### config.mk
export PLATFORM = sky130hd
export DESIGN_NAME = exc_entry_seq
export DESIGN_NICKNAME = d
export VERILOG_FILES = /design/src/rtl/exc_pkg.sv /design/src/rtl/exc_classify.sv /design/src/rtl/exc_vector.sv /design/src/rtl/exc_entry_seq.sv
export SDC_FILE = /design/constraint.sdc
export NUM_CORES = 1
export LEC_CHECK = 0
export ABC_CLOCK_PERIOD_IN_PS = 2750
export BUFFER_PORTS_ARGS = -buffer_cell sky130_fd_sc_hd__buf_4
export CAP_MARGIN = 10
export CORE_AREA = 2 2 149 151
export DETAILED_ROUTE_END_ITERATION = 12
export DIE_AREA = 0 0 151 153
export PLACE_DENSITY_LB_ADDON = 0.08
export SLEW_MARGIN = 20
export SYNTH_ARGS = -nofsm -noshare
export SYNTH_HDL_FRONTEND = slang
export SYNTH_SLANG_ARGS = --single-unit
### constraint.sdc
create_clock -name clk -period 2.75 [get_ports clk]
set_input_delay 0.1375 -clock clk [delete_from_list [all_inputs] [get_ports clk]]
set_output_delay 0.1375 -clock clk [all_outputs]
set_load 0.05 [all_outputs]
### src/rtl/exc_pkg.sv
package exc_pkg;

    localparam int VEC_ALIGN = 10;
    localparam int CAUSE_W   = 32;
    localparam int STAT_W    = 8;
    localparam int DBG_W     = 6;
    localparam int CODE_W    = 5;

    // status word bit positions
    localparam int ST_EXL = 0;
    localparam int ST_ERL = 1;
    localparam int ST_BEV = 2;
    localparam int ST_SR  = 3;
    localparam int ST_NMI = 4;
    localparam int ST_KSU = 5;   // two bits, 6:5

    // cause word bit positions
    localparam int CA_CODE = 2;  // five bits, 6:2
    localparam int CA_IV   = 23;
    localparam int CA_CE   = 28; // two bits, 29:28
    localparam int CA_BD   = 31;

    localparam logic [VEC_ALIGN-1:0] OFF_REFILL  = 10'h000;
    localparam logic [VEC_ALIGN-1:0] OFF_GENERAL = 10'h180;
    localparam logic [VEC_ALIGN-1:0] OFF_IRQ     = 10'h200;

    typedef enum logic [4:0] {
        EX_INT        = 5'd0,
        EX_TLB_MOD    = 5'd1,
        EX_TLB_LOAD   = 5'd2,
        EX_TLB_STORE  = 5'd3,
        EX_ADDR_LOAD  = 5'd4,
        EX_ADDR_STORE = 5'd5,
        EX_SYSCALL    = 5'd6,
        EX_BREAK      = 5'd7,
        EX_RESV_INSN  = 5'd8,
        EX_COP_UNUSE  = 5'd9,
        EX_OVERFLOW   = 5'd10,
        EX_RESET      = 5'd11,
        EX_SOFT_RESET = 5'd12,
        EX_NMI        = 5'd13,
        EX_DBG_STEP   = 5'd14,
        EX_DBG_INT    = 5'd15,
        EX_DBG_IBRK   = 5'd16,
        EX_DBG_BRK    = 5'd17,
        EX_DBG_DLOAD  = 5'd18,
        EX_DBG_DSTORE = 5'd19
    } exc_kind_e;

    typedef enum logic [1:0] {
        CLS_NONE = 2'd0,
        CLS_GEN  = 2'd1,
        CLS_ERR  = 2'd2,
        CLS_DBG  = 2'd3
    } exc_class_e;

endpackage

### src/rtl/exc_classify.sv
module exc_classify
    import exc_pkg::*;
(
    input  logic [4:0]           kind_i,
    input  logic                 dm_i,
    input  logic                 exl_i,
    input  logic                 nomatch_i,
    input  logic                 iv_i,
    output exc_class_e           cls_o,
    output logic [CODE_W-1:0]    code_o,
    output logic [VEC_ALIGN-1:0] off_o,
    output logic [DBG_W-1:0]     dmask_o,
    output logic                 rewind_o,
    output logic                 set_sr_o,
    output logic                 set_nmi_o,
    output logic                 cop_o
);

    always_comb begin
        cls_o     = CLS_NONE;
        code_o    = '0;
        off_o     = OFF_GENERAL;
        dmask_o   = '0;
        rewind_o  = 1'b1;
        set_sr_o  = 1'b0;
        set_nmi_o = 1'b0;
        cop_o     = 1'b0;
        case (kind_i)
            EX_INT: begin
                if (dm_i) begin
                    cls_o      = CLS_DBG;
                    dmask_o[1] = 1'b1;
                end else begin
                    cls_o  = CLS_GEN;
                    code_o = 5'd0;
                    off_o  = iv_i ? OFF_IRQ : OFF_GENERAL;
                end
            end
            EX_TLB_MOD:    begin cls_o = CLS_GEN; code_o = 5'd1; end
            EX_TLB_LOAD, EX_TLB_STORE: begin
                cls_o  = CLS_GEN;
                code_o = (kind_i == EX_TLB_LOAD) ? 5'd2 : 5'd3;
                off_o  = (nomatch_i && !exl_i) ? OFF_REFILL : OFF_GENERAL;
            end
            EX_ADDR_LOAD:  begin cls_o = CLS_GEN; code_o = 5'd4;  end
            EX_ADDR_STORE: begin cls_o = CLS_GEN; code_o = 5'd5;  end
            EX_SYSCALL:    begin cls_o = CLS_GEN; code_o = 5'd8;  end
            EX_BREAK:      begin cls_o = CLS_GEN; code_o = 5'd9;  end
            EX_RESV_INSN:  begin cls_o = CLS_GEN; code_o = 5'd10; end
            EX_COP_UNUSE:  begin cls_o = CLS_GEN; code_o = 5'd11; cop_o = 1'b1; end
            EX_OVERFLOW:   begin cls_o = CLS_GEN; code_o = 5'd12; end
            EX_RESET:      cls_o = CLS_ERR;
            EX_SOFT_RESET: begin cls_o = CLS_ERR; set_sr_o  = 1'b1; end
            EX_NMI:        begin cls_o = CLS_ERR; set_nmi_o = 1'b1; end
            EX_DBG_STEP, EX_DBG_INT, EX_DBG_IBRK,
            EX_DBG_BRK, EX_DBG_DLOAD, EX_DBG_DSTORE: begin
                cls_o    = CLS_DBG;
                dmask_o  = DBG_W'(1) << (kind_i - EX_DBG_STEP);
                rewind_o = (kind_i != EX_DBG_STEP);
            end
            default: cls_o = CLS_NONE;
        endcase
    end

endmodule

### src/rtl/exc_vector.sv
module exc_vector
    import exc_pkg::*;
#(
    parameter int               AW        = 32,
    parameter logic [AW-1:0]    BOOT_GEN  = 32'hBFC0_0200,
    parameter logic [AW-1:0]    RESET_VEC = 32'hBFC0_0000,
    parameter logic [AW-1:0]    DEBUG_VEC = 32'hBFC0_0480
) (
    input  exc_class_e            cls_i,
    input  logic                  bev_i,
    input  logic [AW-1:VEC_ALIGN] ebase_i,
    input  logic [VEC_ALIGN-1:0]  off_i,
    output logic [AW-1:0]         target_o
);

    logic [AW-1:0] gen_base;

    always_comb begin
        gen_base = bev_i ? BOOT_GEN : {ebase_i, {VEC_ALIGN{1'b0}}};
        case (cls_i)
            CLS_GEN: target_o = gen_base + AW'(off_i);
            CLS_ERR: target_o = RESET_VEC;
            CLS_DBG: target_o = DEBUG_VEC;
            default: target_o = '0;
        endcase
    end

endmodule

### src/rtl/exc_entry_seq.sv
module exc_entry_seq
    import exc_pkg::*;
#(
    parameter int            AW        = 32,
    parameter logic [AW-1:0] BOOT_GEN  = 32'hBFC0_0200,
    parameter logic [AW-1:0] RESET_VEC = 32'hBFC0_0000,
    parameter logic [AW-1:0] DEBUG_VEC = 32'hBFC0_0480
) (
    input  logic                  clk,
    input  logic                  rst_n,
    input  logic                  take_i,
    input  logic [4:0]            kind_i,
    input  logic [AW-1:0]         pc_i,
    input  logic                  delay_slot_i,
    input  logic                  tlb_nomatch_i,
    input  logic [1:0]            cop_unit_i,
    input  logic [AW-1:VEC_ALIGN] ebase_i,
    input  logic [STAT_W-1:0]     status_i,
    input  logic [CAUSE_W-1:0]    cause_i,
    input  logic [AW-1:0]         epc_i,
    input  logic [AW-1:0]         errorepc_i,
    input  logic [AW-1:0]         depc_i,
    input  logic [DBG_W-1:0]      debug_i,
    input  logic                  dm_i,
    output logic                  taken_o,
    output logic [AW-1:0]         pc_o,
    output logic [STAT_W-1:0]     status_o,
    output logic [CAUSE_W-1:0]    cause_o,
    output logic [AW-1:0]         epc_o,
    output logic [AW-1:0]         errorepc_o,
    output logic [AW-1:0]         depc_o,
    output logic [DBG_W-1:0]      debug_o,
    output logic                  dm_o
);

    localparam logic [AW-1:0] RET_STEP = AW'(4);

    typedef struct packed {
        logic                taken;
        logic [AW-1:0]       pc;
        logic [STAT_W-1:0]   status;
        logic [CAUSE_W-1:0]  cause;
        logic [AW-1:0]       epc;
        logic [AW-1:0]       errepc;
        logic [AW-1:0]       depc;
        logic [DBG_W-1:0]    dbg;
        logic                dm;
    } seq_state_t;

    seq_state_t st_d, st_q;

    exc_class_e           cls;
    logic [CODE_W-1:0]    code;
    logic [VEC_ALIGN-1:0] off;
    logic [DBG_W-1:0]     dmask;
    logic                 rewind, set_sr, set_nmi, cop;
    logic [AW-1:0]        target;
    logic [AW-1:0]        ret_addr;
    logic                 exl_in;

    assign exl_in = status_i[ST_EXL];

    exc_classify u_classify (
        .kind_i    (kind_i),
        .dm_i      (dm_i),
        .exl_i     (exl_in),
        .nomatch_i (tlb_nomatch_i),
        .iv_i      (cause_i[CA_IV]),
        .cls_o     (cls),
        .code_o    (code),
        .off_o     (off),
        .dmask_o   (dmask),
        .rewind_o  (rewind),
        .set_sr_o  (set_sr),
        .set_nmi_o (set_nmi),
        .cop_o     (cop)
    );

    exc_vector #(
        .AW        (AW),
        .BOOT_GEN  (BOOT_GEN),
        .RESET_VEC (RESET_VEC),
        .DEBUG_VEC (DEBUG_VEC)
    ) u_vector (
        .cls_i    (cls),
        .bev_i    (status_i[ST_BEV]),
        .ebase_i  (ebase_i),
        .off_i    (off),
        .target_o (target)
    );

    assign ret_addr = (delay_slot_i && rewind) ? (pc_i - RET_STEP) : pc_i;

    always_comb begin
        st_d       = st_q;
        st_d.taken = 1'b0;
        if (take_i && cls != CLS_NONE) begin
            st_d.taken  = 1'b1;
            st_d.pc     = target;
            st_d.status = status_i;
            st_d.cause  = cause_i;
            st_d.epc    = epc_i;
            st_d.errepc = errorepc_i;
            st_d.depc   = depc_i;
            st_d.dbg    = debug_i;
            st_d.dm     = dm_i;
            st_d.status[ST_KSU +: 2] = 2'b00;
            case (cls)
                CLS_GEN: begin
                    if (!exl_in) begin
                        st_d.epc          = ret_addr;
                        st_d.cause[CA_BD] = delay_slot_i;
                    end
                    st_d.status[ST_EXL]       = 1'b1;
                    st_d.cause[CA_CODE +: CODE_W] = code;
                    if (cop) st_d.cause[CA_CE +: 2] = cop_unit_i;
                end
                CLS_ERR: begin
                    st_d.errepc         = ret_addr;
                    st_d.status[ST_ERL] = 1'b1;
                    st_d.status[ST_BEV] = 1'b1;
                    if (set_sr)  st_d.status[ST_SR]  = 1'b1;
                    if (set_nmi) st_d.status[ST_NMI] = 1'b1;
                    if (!exl_in) st_d.cause[CA_BD]   = 1'b0;
                end
                default: begin
                    st_d.depc = ret_addr;
                    st_d.dbg  = debug_i | dmask;
                    st_d.dm   = 1'b1;
                    if (!exl_in) st_d.cause[CA_BD] = 1'b0;
                end
            endcase
        end
    end

    always_ff @(posedge clk) begin
        if (!rst_n) st_q <= '0;
        else        st_q <= st_d;
    end

    assign taken_o    = st_q.taken;
    assign pc_o       = st_q.pc;
    assign status_o   = st_q.status;
    assign cause_o    = st_q.cause;
    assign epc_o      = st_q.epc;
    assign errorepc_o = st_q.errepc;
    assign depc_o     = st_q.depc;
    assign debug_o    = st_q.dbg;
    assign dm_o       = st_q.dm;

    AST_GEN_KERNEL: assert property (@(posedge clk) disable iff (!rst_n)
        take_i && cls == CLS_GEN |=> taken_o && status_o[ST_EXL] && status_o[ST_KSU +: 2] == 2'b00);
    AST_GEN_CODE: assert property (@(posedge clk) disable iff (!rst_n)
        take_i && cls == CLS_GEN |=> cause_o[CA_CODE +: CODE_W] == $past(code));
    AST_NESTED_EPC_KEEP: assert property (@(posedge clk) disable iff (!rst_n)
        take_i && cls == CLS_GEN && status_i[ST_EXL]
        |=> epc_o == $past(epc_i) && cause_o[CA_BD] == $past(cause_i[CA_BD]));
    AST_ERR_VECTOR: assert property (@(posedge clk) disable iff (!rst_n)
        take_i && cls == CLS_ERR |=> pc_o == RESET_VEC && status_o[ST_ERL] && status_o[ST_BEV]
        && epc_o == $past(epc_i));
    AST_DBG_VECTOR: assert property (@(posedge clk) disable iff (!rst_n)
        take_i && cls == CLS_DBG |=> pc_o == DEBUG_VEC && dm_o && $countones(debug_o & ~$past(debug_i)) <= 1);
    AST_DM_IRQ_DEBUG: assert property (@(posedge clk) disable iff (!rst_n)
        take_i && kind_i == EX_INT && dm_i |=> pc_o == DEBUG_VEC && debug_o[1]);
    AST_HOLD: assert property (@(posedge clk) disable iff (!rst_n)
        !(take_i && cls != CLS_NONE) |=> !taken_o && $stable(pc_o) && $stable(epc_o) && $stable(status_o));

endmodule

==> results of run 1 <==
## worst max-delay path: stages
cell	delay [ns]
buf_4	0.16
nor2_1	0.19
a21oi_1	0.09
o32a_1	0.37
ha_1	0.26
nor2b_4	0.21
buf_12	0.32
nor2_1	0.07
a311oi_1	0.23
dlygate4sd3_1	0.57
## layout make-up
class	count	area (µm²)	share of cell area, %
multi-input cells	757	4590	36.2
clock buffers	18	429	3.39
inverters	19	73.8	0.582
clock inverters	14	164	1.29
flip-flops and latches	167	3340	26.4
well taps	280	350	2.76
repair buffers	469	3720	29.4
## kinds of logic (layout without fill, tap and decap cells)
kind of cell               Yosys count  after routing  synth area share [%]
buffers and inverters              109            520                  5.50
and+or+nand+nor                    341            341                  20.7
muxes                               23             23                  2.81
xor gates and xnor gates            27             27                  2.84
other                                1              9                0.0450
AOI/OAI and AO/OA                  349            349                  26.7
adders and majority gates            8              8                  1.20
DFF                                167            167                  40.1
## synthesized netlist by cell type (12+ instances only)
cell	number	share of area (%)
clkbuf_1	72	3.2
or3_1	19	1.4
xnor2_1	16	1.7
nor3_1	34	2.0
o21ai_0	76	4.6
nand2_1	97	4.4
a32oi_1	12	1.3
dfxtp_1	167	40
a21oi_1	118	7.1
nor4_1	17	1.3
mux2i_1	20	2.4
nand3_1	17	1.0
nor2_1	88	4.0
and3_1	17	1.3
inv_1	17	0.77
## per-layer routing
layer	track usage (%)	part of all wire (%)
met1	34.2	41
met2	45.2	48
met3	6.60	7.4
met4	10.3	3.4
met5	0	0
## stage by stage
| step | area (µm²) | total power [mW] | std cells | util [%] |
|---|---|---|---|---|
| after floorplan | 8360 | 4.04 | 1033 | - |
| after global placement | 11500 | 4.85 | 1631 | 53.4 |
| after detailed placement | 11500 | 4.86 | 1631 | 53.4 |
| after CTS | 12700 | 7.40 | 1724 | 59.0 |
| after global routing | 12700 | 7.65 | 1724 | 59.0 |
| final | 12700 | 7.35 | 1724 | 59.0 |
## power breakdown
group          switching (mW)  internal (mW)  total [mW]
Sequential             0.0979           2.61        2.70
Combinational            1.40          0.778        2.18
Clock                    1.10           1.37        2.47
Total                    2.60           4.75        7.35
## state kept, by name, summed over array words and instances, names as in the netlist
register and flops:
debug_o 6, cause_o 32, epc_o 32, status_o 6
taken_o 1, errorepc_o 32, depc_o 32, pc_o 25
dm_o 1
## path summary, 6_finish.rpt
kind                                  from    endpoint  slack [ns]  cells past startpoint
worst max register to register    epc_o[1]    epc_o[1]        1.51                      3
worst min register to register  depc_o[18]  depc_o[18]        0.45                      2
worst min-delay path            cause_i[4]  cause_o[4]        0.02                      3
worst max-delay path             kind_i[0]    epc_o[1]        0.48                     10
==> results_dict.tcl, run 1 <==
set metrics [dict create \
    p_leak_nw 5.46 \
    max_slew_margin_pct 41.1 \
    grt_pass1_vias 9078 \
    layout_commonest_cell "buf_4" \
    cts_sinks 167 \
    drt_first_pass_iters 4 \
    drc 0 \
    routed_wl_um 32300 \
    fmax_ghz 0.441 \
    setup_ws_ns 0.485 \
    clk_latency_ns 0.42 \
    syn_to_final_growth_pct 52.1 \
    grt_pass1_wl_um 49400 \
    via_per_inst 5.41 \
    synthArstFlopShare_pct 0 \
    cts_root_buf "clkbuf_16" \
    drv_cap 0 \
    num_rows 54 \
    layout_common_cells "404 x buf_4, 167 x dfxtp_1, 118 x a21oi_1, 97 x nand2_1, 87 x nor2_1" \
    final_antenna_net_count 0 \
    ir_worst_vdd_mv 0.431 \
    grt_max_degree 114 \
    holdWs_ns 0.0160 \
    path_class "input port to flip-flop" \
    setup_violations 0 \
    finClkSkew_ns 0 \
    io_buffer_count 373 \
    num_vias 9323 \
    yosysWarnings 0 \
    wl_per_cell_um 18.8 \
    nets 1648 \
    status "finished clean" \
    hp-class "input port to flip-flop" \
    avgSynthCellArea_um2 8.13 \
    dp_hpwl_um 23100 \
    synth-edff-count 0 \
    synth-seq-area-share_pct 40.1 \
    syn_inst 1025 \
    crit_arrival_ns 2.64 \
    syn-cell-area_um2 8330 \
    cts_setup_buffers 0 \
    worst_pin_slew_ns 0.880 \
    antenna_cells 0 \
    gp_congestion 0.868 \
    worst_ep_required_time_ns 3.12 \
    core_area_um2 21500 \
    end_kind "flip-flop" \
    dominantRegCellSynth "dfxtp_1" \
    postCtsResizedCells 0 \
    place_ws_ns 0.159 \
    grt_setup_unrepaired "false" \
    drtIter0Drc 452 \
    dieArea_um2 23100 \
    grt_overflow_total 0 \
    drv_slew 0 \
    cts_htree_levels 4 \
    antenna_found_initial 0 \
    io_pins 385 \
    die_h_um 153 \
    holdBufCountCts 61 \
    max-clock-path-buffers 2 \
    synth_seq_cells 167 \
    p_per_area_nw_per_um2 580 \
    drive_gt1_share_pct 32.4 \
    finalCritPeriodShare_pct 82.4 \
    startpoint_type "input port" \
    die_w_um 151 \
    cts_buffers 17 \
    fin_tns_setup_ns 0 \
    start_util_pct 38.8 \
    n_fill_cell 2043 \
    hold_viol 0 \
    clk_pin_slew_ns 0.07 \
    synth_cell_types 66 \
    period_minus_slack_ns 2.27 \
    grt_usage_pct 27.3 \
    tritoncts "built" \
    crit_path_max_fanout 75 \
]
Note: power is estimated with default switching activity, not from simulation.
==> run 2: changes to the inputs <==
--- a/config.mk
+++ b/config.mk
@@ -5,7 +5,7 @@
 export SDC_FILE = /design/constraint.sdc
 export NUM_CORES = 1
 export LEC_CHECK = 0
-export ABC_CLOCK_PERIOD_IN_PS = 2750
+export ABC_CLOCK_PERIOD_IN_PS = 2100
 export BUFFER_PORTS_ARGS = -buffer_cell sky130_fd_sc_hd__buf_4
 export CAP_MARGIN = 10
 export CORE_AREA = 2 2 149 151
==> constraint.sdc (replaced) <==
create_clock -name clk -period 2.1 [get_ports clk]
set_input_delay 0.105 -clock clk [delete_from_list [all_inputs] [get_ports clk]]
set_output_delay 0.105 -clock clk [all_outputs]
set_load 0.05 [all_outputs]
==> run 2 against run 1 <==
Net effect: first-iteration DRC count increased by 31%; count of clock-buffer cells in the layout unchanged; critical path depth decreased by 2; worst hold slack about the same; sequential cell count unchanged; clock skew unchanged; sequential share of layout area decreased by 2.0 points; non-clock buffer count increased by 107.
==> results_dict.tcl, run 2 (same netlist as run 1, synthesis figures left out) <==
set metrics [dict create \
    grt_pass1_wl_um 51600 \
    status "finished clean" \
    crit_path_max_fanout 3 \
    finClkSkew_ns 0 \
    nets 1755 \
    wl_met3_um 2480 \
    setup_ws_ns 0.118 \
    routed_wl_um 33500 \
    grt_max_degree 47 \
    reg2reg_setup_slack_ns 0.91 \
    cts_root_buf "clkbuf_16" \
    drv_cap 0 \
    m1WireLength_um 13700 \
    finalCritPeriodShare_pct 94.4 \
    cts_sinks 167 \
    hold_viol 0 \
    crit_arrival_ns 2.34 \
    p_leak_nw 6.03 \
    layout_commonest_cell "buf_4" \
    die_w_um 151 \
    grt_setup_unrepaired "false" \
    drv_slew 0 \
    cts_htree_levels 4 \
    num_vias 9796 \
    die_h_um 153 \
    start_util_pct 38.8 \
    antenna_found_initial 1 \
    period_minus_slack_ns 1.98 \
    dieArea_um2 23100 \
    drive_gt1_share_pct 37.6 \
    syn_to_final_growth_pct 64.5 \
    layout_common_cells "493 x buf_4, 167 x dfxtp_1, 117 x a21oi_1, 96 x nand2_1, 85 x nor2_1" \
    io_buffer_count 373 \
    tritoncts "built" \
    max_slew_margin_pct 64.9 \
    hp-class "input port to flip-flop" \
    wl_met2_um 16400 \
    wl_per_cell_um 18.3 \
    clk_latency_ns 0.42 \
    drc 0 \
    worst_pin_slew_ns 0.526 \
    startpoint_type "input port" \
    drt_first_pass_iters 7 \
    num_rows 54 \
    grt_overflow_total 0 \
    path_class "input port to flip-flop" \
    core_area_um2 21500 \
    holdWs_ns 0.0156 \
    via_per_inst 5.35 \
    cts_buffers 17 \
    drtIter0Drc 590 \
    dp_hpwl_um 24700 \
    finalPower_mw 9.67 \
    gp_congestion 0.908 \
    io_pins 385 \
    dr.max_layer_used "met4" \
    place_ws_ns -0.311 \
    final_antenna_net_count 0 \
    grt_pass1_vias 9588 \
    end_kind "flip-flop" \
    p_per_area_nw_per_um2 706 \
    worst_ep_required_time_ns 2.46 \
    max-clock-path-buffers 2 \
    clk_pin_slew_ns 0.07 \
    ir_worst_vdd_mv 0.516 \
    setup_violations 0 \
    fmax_ghz 0.505 \
    grt_usage_pct 28.4 \
]
## run 2: changes by cell type in the layout (fill, tap and decap cells not counted), sizes merged
cell | before | now
buf | 408 | 508
bufinv | 2 | 1
clkinv | 4 | 3
clkinvlp | 2 | 5
diode | 0 | 1
dlygate4sd3 | 61 | 67
dlymetal6s4s | 0 | 1
inv | 25 | 22
## run 2: worst paths after layout
kind / from / end / cells after the start
setup / recovery: kind_i[3] / pc_o[25] / 8
hold / removal: ebase_i[27] / pc_o[27] / 3
setup reg to reg: pc_o[31] / pc_o[31] / 3
hold reg to reg: cause_o[7] / cause_o[7] / 2
## run 2: routing by layer
metal	global-route usage, %	up-vias
li1	-	4766
met1	35.0	4599
met2	48.2	379
met3	6.42	52
met4	10.2	0
met5	0	-
## run 2: where the power goes
part	switching (mW)	internal (mW)	leakage (nW)
combinational	1.89	1.20	4.40
clock	1.40	1.64	0.252
sequential	0.134	3.41	1.37
## run 2: worst max-delay path: stages
cell and delay (ns):
buf_4 0.12, or3_4 0.41, nor4_4 0.34, ha_2 0.28, nand4_1 0.13, or4_1 0.54
a211o_1 0.32, a21oi_2 0.11
## run 2: layout make-up
class | instances | area (µm²)
Antenna cell | 1 | 2.50
Clock buffer | 18 | 429
Clock inverter | 12 | 120
Fill cell | 1962 | 7780
Inverter | 19 | 75.1
Multi-Input combinational cell | 757 | 4710
Sequential cell | 167 | 3340
Tap cell | 280 | 350
Timing Repair Buffer | 576 | 4680
## run 2: per-stage QoR
stage               cell area, µm²  utilization (%)  setup TNS [ns]  cells
finish                       13700             63.8               0   1830
global route                 13700             63.8               0   1830
CTS                          13600             63.4               0   1827
detailed placement           12400             57.7          -10.08   1729
global placement             12400             57.7           -6.12   1729
floorplan                     8500                -          -0.945   1033
## run 2: timing repair
item | CTS | global route
buffers inserted | 0 | 2
resized for setup | 0 | 10
setup endpoints to repair | 0 | 9
hold endpoints to repair | 66 | 0
hold buffers | 68 | 0
==> run 3: changes to the inputs <==
--- a/config.mk
+++ b/config.mk
@@ -8,9 +8,11 @@
 export ABC_CLOCK_PERIOD_IN_PS = 2100
 export BUFFER_PORTS_ARGS = -buffer_cell sky130_fd_sc_hd__buf_4
 export CAP_MARGIN = 10
-export CORE_AREA = 2 2 149 151
+export CELL_PAD_IN_SITES_DETAIL_PLACEMENT = 0
+export CELL_PAD_IN_SITES_GLOBAL_PLACEMENT = 1
+export CORE_UTILIZATION = 33
 export DETAILED_ROUTE_END_ITERATION = 12
-export DIE_AREA = 0 0 151 153
+export GPL_ROUTABILITY_DRIVEN = 0
 export PLACE_DENSITY_LB_ADDON = 0.08
 export SLEW_MARGIN = 20
 export SYNTH_ARGS = -nofsm -noshare
==> run 3 against run 2 <==
Net effect: power rose by 1.6%; clock power rose by 5%; core utilization fell by 7.8 points; critical endpoint is now depc_o[14]; cell area rose by 0.29%; global-route usage fell by 2.3 points; wire length rose by 2.8%; final cell count rose by 2.0%; first-iteration DRC count fell by 1.5%; sequential power barely moved; count of clock-buffer cells in the layout did not move; critical path depth rose by 1; sequential cell count did not move.
==> results_dict.tcl, run 3 (same netlist as run 1, synthesis figures left out) <==
set metrics [dict create \
    p_leak_nw 6.01 \
    status "finished clean" \
    layout_commonest_cell "buf_4" \
    grt_setup_unrepaired "false" \
    setup_violations 0 \
    endpoint "depc_o[14]" \
    die_w_um 161 \
    nets 1746 \
    max-clock-path-buffers 2 \
    multi_input_area_um2 4710 \
    layout_common_cells "477 x buf_4, 167 x dfxtp_1, 118 x a21oi_1, 96 x nand2_1, 85 x nor2_1" \
    p_per_area_nw_per_um2 715 \
    post_dp_cell_area_um2 12400 \
    dp_hpwl_um 25300 \
    clkPwrFrac_pct 32.5 \
    end_kind "flip-flop" \
    path_common_cell "buf_4" \
    hp-class "input port to flip-flop" \
    drv_cap 0 \
    pwr-share-seq_pct 36.0 \
    r2r_cells 3 \
    start_util_pct 34.0 \
    worst_pin_slew_ns 0.688 \
    startpoint_type "input port" \
    slowest_stage "or4_1" \
    stdcell_area_um2 13700 \
    swShare_pct 36.1 \
    drv_slew 0 \
    finClkSkew_ns 0 \
    critPathBufInv 3 \
    n_fill_cell 2343 \
    ir_worst_vdd_mv 0.472 \
    syn_to_final_growth_pct 65.0 \
    grt_pass1_wl_um 52700 \
    wl_per_cell_um 18.4 \
    period_minus_slack_ns 1.93 \
    intPower_mw 6.28 \
    rr_endpoint "pc_o[31]" \
    drt_first_pass_iters 5 \
    cts_root_buf "clkbuf_16" \
    antenna_found_initial 1 \
    crit_family "simple AND/OR/NAND/NOR gates" \
    critPathMaxStageDelay_ns 0.67 \
    seqCellArea_um2 3340 \
    cp_num_cells 9 \
    tritoncts "built" \
    io_pins 385 \
    finalCritPeriodShare_pct 91.7 \
    cts_sinks 167 \
    worst_ep_required_time_ns 2.45 \
    dieArea_um2 25900 \
    cts_buffers 17 \
    num_vias 9602 \
    io_buffer_count 373 \
    grt_usage_pct 26.1 \
    via_per_inst 5.14 \
    cts_htree_levels 4 \
    path_class "input port to flip-flop" \
    grt_pass1_vias 9547 \
    grt_overflow_total 0 \
    hold_viol 0 \
    max_slew_margin_pct 53.9 \
    path_cells "buf_4 -> inv_1 -> ha_1 -> nor3b_1 -> buf_4 -> o211ai_1 -> or4_1 -> a311o_1 -> a21oi_1" \
    r2r-start "pc_o[31]" \
    die_h_um 161 \
    num_rows 57 \
    p_comb_share_pct 31.4 \
    crit_arrival_ns 2.28 \
    drive_gt1_share_pct 37.1 \
    drtIter0Drc 581 \
    fmax_ghz 0.519 \
    drc 0 \
    core_area_um2 24500 \
    reg2reg_setup_slack_ns 0.90 \
    final_antenna_net_count 0 \
    crit_path_max_fanout 8 \
    grt_max_degree 80 \
    holdWs_ns 0.0129 \
    clk_latency_ns 0.42 \
    switchingPower_mw 3.54 \
    clk_pin_slew_ns 0.07 \
    routed_wl_um 34400 \
    startpoint "pc_i[3]" \
]
## run 3: how the worst min path moves through the flow
stage / startpoint / endpoint / slack [ns] / cells past startpoint
after floorplan: cause_i[0] / cause_o[0] / 0.24 / 2
after global placement: status_i[4] / status_o[4] / 0.34 / 3
after detailed placement: debug_i[1] / debug_o[1] / 0.34 / 3
after CTS: epc_i[10] / epc_o[10] / 0.0008 / 4
after global routing: epc_i[10] / epc_o[10] / 0.02 / 4
final: epc_i[10] / epc_o[10] / 0.01 / 4
## run 3: metal layers
layer	global-route usage, %	vias to the layer above	routed length [µm]
li1	-	4763	-
met1	32.7	4446	14900
met2	43.6	340	16300
met3	5.97	53	2260
met4	9.48	0	948
met5	0	-	0
## run 3: worst reg2reg max path: stages (launching register included)
cell and delay (ns):
dfxtp_1 0.33, a21o_1 0.17, or4_1 0.47, o2111a_1 0.14
## run 3: metrics by stage
stage	utilization [%]	worst slack (ns)	TNS [ns]	cells	total power, mW
final	56.0	0.175	0	1867	9.82
after global routing	56.0	0.0220	0	1867	10.2
after CTS	55.7	0.0589	0	1864	9.90
after detailed placement	50.4	-0.270	-21.01	1760	6.58
after global placement	50.4	-0.274	-18.07	1760	6.57
after floorplan	-	-0.186	-0.945	1033	5.32
## run 3: layout make-up
type / instances / share of cell area [%]
Antenna cell: 1 / 0.0182
Multi-Input combinational cell: 757 / 34.3
Clock inverter: 14 / 1.02
Clock buffer: 18 / 3.12
Inverter: 19 / 0.546
Timing Repair Buffer: 567 / 33.7
Tap cell: 324 / 2.95
Sequential cell: 167 / 24.3
## run 3: repair_timing
action                                  CTS  global route
buffers inserted                          0             2
endpoints found under the setup margin    0             9
endpoints found under the hold margin    70             0
hold buffers                             72             0
gates resized for setup                   0            12
## run 3: power by group through the flow
stage	clock network, mW	logic [mW]	registers [mW]
after floorplan	0	0.880	4.44
final	3.20	3.09	3.54
after detailed placement	0	2.97	3.61
after global placement	0	2.96	3.61
after CTS	3.27	3.09	3.54
after global routing	3.38	3.28	3.57
